$ cat src/rtl/lwc_pkg.sv
package lwc_pkg;

  typedef enum logic [1:0] {
    ST_IDLE       = 2'd0,
    ST_SHRINK_WAIT = 2'd1,
    ST_SHRINK_IDLE = 2'd2,
    ST_GROW        = 2'd3
  } lwc_state_e;

  // true when v is a power of two no larger than limit
  function automatic logic width_is_legal(input int v, input int limit);
    return (v > 0) && (v <= limit) && ((v & (v - 1)) == 0);
  endfunction

endpackage

$ cat src/rtl/lwc_req_slot.sv
module lwc_req_slot #(
  parameter int LANES = 16,
  parameter int WW    = $clog2(LANES) + 1
) (
  input  logic          clk,
  input  logic          rst_n,
  input  logic          flit_mode,
  input  logic          req_valid,
  input  logic [WW-1:0] req_width,
  input  logic          take,
  output logic          pend_valid,
  output logic [WW-1:0] pend_width
);
  import lwc_pkg::*;

  logic accept;
  assign accept = req_valid && flit_mode && width_is_legal(int'(req_width), LANES);

  always_ff @(posedge clk) begin
    if (!rst_n) begin
      pend_valid <= 1'b0;
      pend_width <= '0;
    end else if (accept) begin
      pend_valid <= 1'b1;          // newest request replaces any older one
      pend_width <= req_width;
    end else if (take) begin
      pend_valid <= 1'b0;
    end
  end
endmodule

$ cat src/rtl/lwc_residency.sv
module lwc_residency #(
  parameter int RESIDENCY = 32,
  localparam int CW = $clog2(RESIDENCY + 1)
) (
  input  logic clk,
  input  logic rst_n,
  input  logic start,
  output logic expired
);
  logic [CW-1:0] cnt;

  always_ff @(posedge clk) begin
    if (!rst_n)           cnt <= '0;
    else if (start)       cnt <= CW'(RESIDENCY);
    else if (cnt != '0)   cnt <= cnt - 1'b1;
  end

  assign expired = (cnt == '0);
endmodule

$ cat src/rtl/link_width_ctrl.sv
module link_width_ctrl #(
  parameter int LANES     = 16,
  parameter int RESIDENCY = 32,
  localparam int WW = $clog2(LANES) + 1
) (
  input  logic             clk,
  input  logic             rst_n,
  input  logic             flit_mode,
  input  logic             req_valid,
  input  logic [WW-1:0]    req_width,
  input  logic             skp_boundary,
  input  logic             wake_ack,
  output logic [LANES-1:0] active_mask,
  output logic [LANES-1:0] eios_mask,
  output logic [LANES-1:0] wake_mask,
  output logic [WW-1:0]    width,
  output logic             busy,
  output logic             done
);
  import lwc_pkg::*;

  function automatic logic [LANES-1:0] low_lanes(input logic [WW-1:0] n);
    logic [LANES-1:0] m;
    for (int i = 0; i < LANES; i++) m[i] = (i < int'(n));
    return m;
  endfunction

  lwc_state_e       state;
  logic [WW-1:0]    target;
  logic             pend_valid;
  logic [WW-1:0]    pend_width;
  logic             take;
  logic             res_expired;
  logic             shrink_commit;
  logic             grow_ok;

  assign grow_ok       = (pend_width <= width) || res_expired;
  assign take          = (state == ST_IDLE) && pend_valid && grow_ok;
  assign shrink_commit = (state == ST_SHRINK_IDLE);

  lwc_req_slot #(.LANES(LANES), .WW(WW)) u_slot (
    .clk        (clk),
    .rst_n      (rst_n),
    .flit_mode  (flit_mode),
    .req_valid  (req_valid),
    .req_width  (req_width),
    .take       (take),
    .pend_valid (pend_valid),
    .pend_width (pend_width)
  );

  lwc_residency #(.RESIDENCY(RESIDENCY)) u_res (
    .clk     (clk),
    .rst_n   (rst_n),
    .start   (shrink_commit),
    .expired (res_expired)
  );

  always_ff @(posedge clk) begin
    if (!rst_n) begin
      state       <= ST_IDLE;
      target      <= WW'(LANES);
      width       <= WW'(LANES);
      active_mask <= '1;
      eios_mask   <= '0;
      wake_mask   <= '0;
      done        <= 1'b0;
    end else begin
      done      <= 1'b0;
      eios_mask <= '0;
      unique case (state)
        ST_IDLE: begin
          if (take) begin
            target <= pend_width;
            if (pend_width < width) begin
              state <= ST_SHRINK_WAIT;
            end else if (pend_width > width) begin
              state     <= ST_GROW;
              wake_mask <= low_lanes(pend_width) & ~active_mask;
            end
          end
        end
        ST_SHRINK_WAIT: begin
          if (skp_boundary) begin
            state     <= ST_SHRINK_IDLE;
            eios_mask <= active_mask & ~low_lanes(target);
          end
        end
        ST_SHRINK_IDLE: begin
          state       <= ST_IDLE;
          active_mask <= low_lanes(target);
          width       <= target;
          done        <= 1'b1;
        end
        ST_GROW: begin
          if (wake_ack) begin
            state       <= ST_IDLE;
            active_mask <= low_lanes(target);
            width       <= target;
            wake_mask   <= '0;
            done        <= 1'b1;
          end
        end
        default: state <= ST_IDLE;
      endcase
    end
  end

  assign busy = (state != ST_IDLE) || pend_valid;
endmodule

$ cat config.mk
export PLATFORM = sky130hd
export DESIGN_NAME = link_width_ctrl
export DESIGN_NICKNAME = d
export VERILOG_FILES = /design/src/rtl/lwc_pkg.sv /design/src/rtl/lwc_req_slot.sv /design/src/rtl/lwc_residency.sv /design/src/rtl/link_width_ctrl.sv
export SDC_FILE = /design/constraint.sdc
export NUM_CORES = 1
export LEC_CHECK = 0
export CORE_ASPECT_RATIO = 0.6
export CORE_MARGIN = 1
export CORE_UTILIZATION = 37
export CTS_BUF_LIST = sky130_fd_sc_hd__clkbuf_8
export CTS_CLUSTER_DIAMETER = 100
export CTS_CLUSTER_SIZE = 8
export DETAILED_ROUTE_END_ITERATION = 10
export HOLD_SLACK_MARGIN = 0.15
export SLEW_MARGIN = 15
export SYNTH_ARGS = -nofsm -noshare
export SYNTH_HDL_FRONTEND = slang
export SYNTH_SLANG_ARGS = --single-unit
export TNS_END_PERCENT = 50
$ cat constraint.sdc
create_clock -name clk -period 2.1 [get_ports clk]
set_input_delay 0.42 -clock clk [delete_from_list [all_inputs] [get_ports clk]]
set_output_delay 0.42 -clock clk [all_outputs]
set_load 0.02 [all_outputs]
==> metrics.yaml <==
route:
  drc: 0
  drt_pass1_iterations: 5
  wl_per_cell_um: 15.75
  vias_per_cell: 5.220
  routed_wl_mm: 8.790
  drt_iter0_drc: 211
  vias: 2913
  detail-route-antenna-nets: 0
setup_path:
  critPathMaxStageDelay_ns: 0.49
  critPathMaxFanout: 5
  cp.arrival_ns: 2.25
  worstSetupEndpointType: "flop"
  crit_slowest_cell: "o311a_2"
  crit_chain: "inv_1 > ha_1 > nand2b_1 > a211oi_2 > nor2_1 > o311a_2 > mux2i_1"
  path_class: "flop to flop"
  r2r_cells: 7
  worstPathRequired_ns: 2.34
  start_kind: "flop"
final_layout:
  antenna_cells: 0
  most-common-layout-cells: "72 x dfxtp_1, 67 x nand2_1, 64 x clkdlybuf4s50_1"
  fin_nets: 461
  syn_to_final_growth_pct: 30.52
  fillers: 814
  final_common_cell: "dfxtp_1"
  drive_above_1_share_pct: 12.33
power:
  p_sw_share_pct: 26.87
  power_mw: 2.942
  p_int_mw: 2.151
  clockPowerShare_pct: 35.0
  p_comb_share_pct: 15.0
  p_switching_mw: 0.7905
  power_density_nw_per_um2: 694.1
  p_leak_nw: 1.572
  peakVddDrop_mv: 0.3013
  pwr-share-seq_pct: 50.1
placement:
  place_hpwl_mm: 6.668
  gp_congestion: 0.8330
  portBuffers: 65
die:
  core_area_um2: 8523
  die_area_um2: 9166
  die_w_um: 122.9
  initial_core_util_pct: 38.09
  rows: 26
  ioPinCount: 66
  die_h_um: 74.56
clocking:
  clock_sink_count: 72
  ctsHtreeMaxLevel: 3
  cts_buffers: 9
  cts-root-buf: "clkbuf_8"
  cts.path.max_buffers: 2
  cts_tree: "done"
  worstSkewPairLatency_ns: 0.36
  holdBufCountCts: 0
  clk_pin_slew_ns: 0.08
  cts_setup_buffers: 0
global_route:
  grt_pass1_vias: 2509
  antenna_found_initial: 0
  grt_pass1_wl_mm: 13.86
  grt_use_total_pct: 20.63
  grt_overflow: 0
  grt_max_degree: 18
sta:
  rsz0062_at_grt: "no"
  fmax_mhz: 499.2
  slew_violations: 0
  tightest_slew_ns: 0.5318
  fin_worst_skew_ns: 0.01380
  period_needed_ns: 2.003
  hold_violations: 0
  finalSetupViolations: 0
  period_share_pct: 95.39
  maxSlewHeadroom_pct: 64.50
  fin_tns_setup_ns: 0
synthesis:
  ys.flop_type: "dfxtp_1"
  syn_nets: 385
  syn_inst: 367
  syn-cell-area_um2: 3247
  synth-edff-count: 0
  synth_seq_cells: 72
  yosysSeqAreaShare_pct: 44.39
  synthArstFlopShare_pct: 0
  avgSynthCellArea_um2: 8.847
  yosysWarnings: 0
  synth_cell_type_count: 56
hold_path:
  min_path_cells: 2
  hold_path_class: "flop to flop"
flow_run:
  max_cap_violations: 0
run_status:
  outcome: "complete, no violations"
-- worst max-delay path, delay by kind of cell, from the launching register on --
family | cells | cell delay, ns
compound gates | 2 | 0.79
flops | 1 | 0.37
fa+ha+maj | 1 | 0.30
simple gates | 2 | 0.19
mux | 1 | 0.14
buf+inv | 1 | 0.08
-- synthesized netlist by cell type (2+ instances only) --
cell type	number	area share [%]
a2111o_1	2	0.69
a211o_1	2	0.54
a211o_2	4	1.2
a21oi_1	12	1.8
a31oi_1	2	0.39
and3_1	13	2.5
buf_2	5	0.77
clkbuf_1	11	1.3
clkbuf_8	4	1.7
dfxtp_1	72	44
ha_1	7	2.7
inv_1	11	1.3
mux2i_1	21	6.5
nand2_1	67	7.7
nand2b_1	2	0.39
nand3_1	15	2.3
nand3b_1	2	0.46
nand4_1	3	0.58
nor2_1	25	2.9
nor3_1	8	1.2
nor3b_1	2	0.46
nor4_1	2	0.39
nor4b_1	2	0.54
o211ai_1	6	1.4
o21a_1	3	0.69
o21ai_0	19	2.9
o22ai_1	4	0.77
o31ai_1	2	0.46
or3_1	4	0.77
or3_2	4	0.92
xnor2_1	3	0.81
xor2_1	4	1.1
-- per-layer routing --
metal  routed length, µm  up-vias  global-route usage [%]
met2                3335      121                   26.65
met5                   0        -                       0
met4                  68        0                   5.285
met3                 768       10                   7.362
met1                4617     1344                   31.38
li1                    -     1438                       -
-- logic make-up after synthesis --
family | Yosys count | share of synthesized area [%]
AOI/OAI and AO/OA | 67 | 14.41
xor gates and xnor gates | 7 | 1.888
adders and majority gates | 7 | 2.697
buffers and inverters | 36 | 6.705
DFF | 72 | 44.39
muxes | 21 | 6.474
and+or+nand+nor | 157 | 23.43
-- worst paths after layout --
path	slack [ns]	start	endpoint
hold / removal	0.46	wake_mask[4]	wake_mask[4]
hold reg to reg	0.46	wake_mask[4]	wake_mask[4]
setup / recovery	0.1	width[1]	target[1]
setup reg to reg	0.1	width[1]	target[1]
-- through the flow --
step,cells,cell area [µm²],utilization (%),hold slack [ns],setup slack [ns]
CTS,558,4232,49.65,0.4600,0.02419
global placement,544,4058,47.61,0.4460,0.04417
global route,558,4238,49.72,0.4727,0.0003169
finish,558,4238,49.72,0.4551,0.09683
detailed placement,544,4058,47.61,0.4492,0.04142
floorplan,367,3247,-,0.4685,0.06604
-- state kept, by name (all words and copies together), names as in the netlist --
signal             cells
eios_mask             16
active_mask           16
state                  2
wake_mask             16
target                 5
u_slot.pend_valid      1
width                  4
u_slot.pend_width      5
done                   1
u_res.cnt              6
-- power by group through the flow --
stage          clock (mW)  sequential, mW  combinational (mW)
6_report             1.03            1.47               0.440
3_5_place_dp            0            1.50               0.441
5_1_grt              1.13            1.48               0.501
2_1_floorplan           0            1.49               0.356
3_3_place_gp            0            1.50               0.431
4_1_cts              1.05            1.47               0.441
-- area by class of cell --
cell class | instances | area, µm² | share of cell area, %
multi-input cells | 259 | 1594 | 37.61
flip-flops and latches | 72 | 1441 | 34.01
well taps | 112 | 140.1 | 3.307
inverters | 12 | 45.04 | 1.063
repair buffers | 89 | 842.1 | 19.87
clock inverters | 5 | 51.30 | 1.211
clock buffers | 9 | 123.9 | 2.923
-- timing repair --
item                                    4_1_cts  5_1_grt
endpoints found under the hold margin         0        0
resized for setup                             1        3
pin swaps                                     0        2
endpoints found under the setup margin        1       13
gates cloned                                  0        0
(Power assumes the default switching activity.)
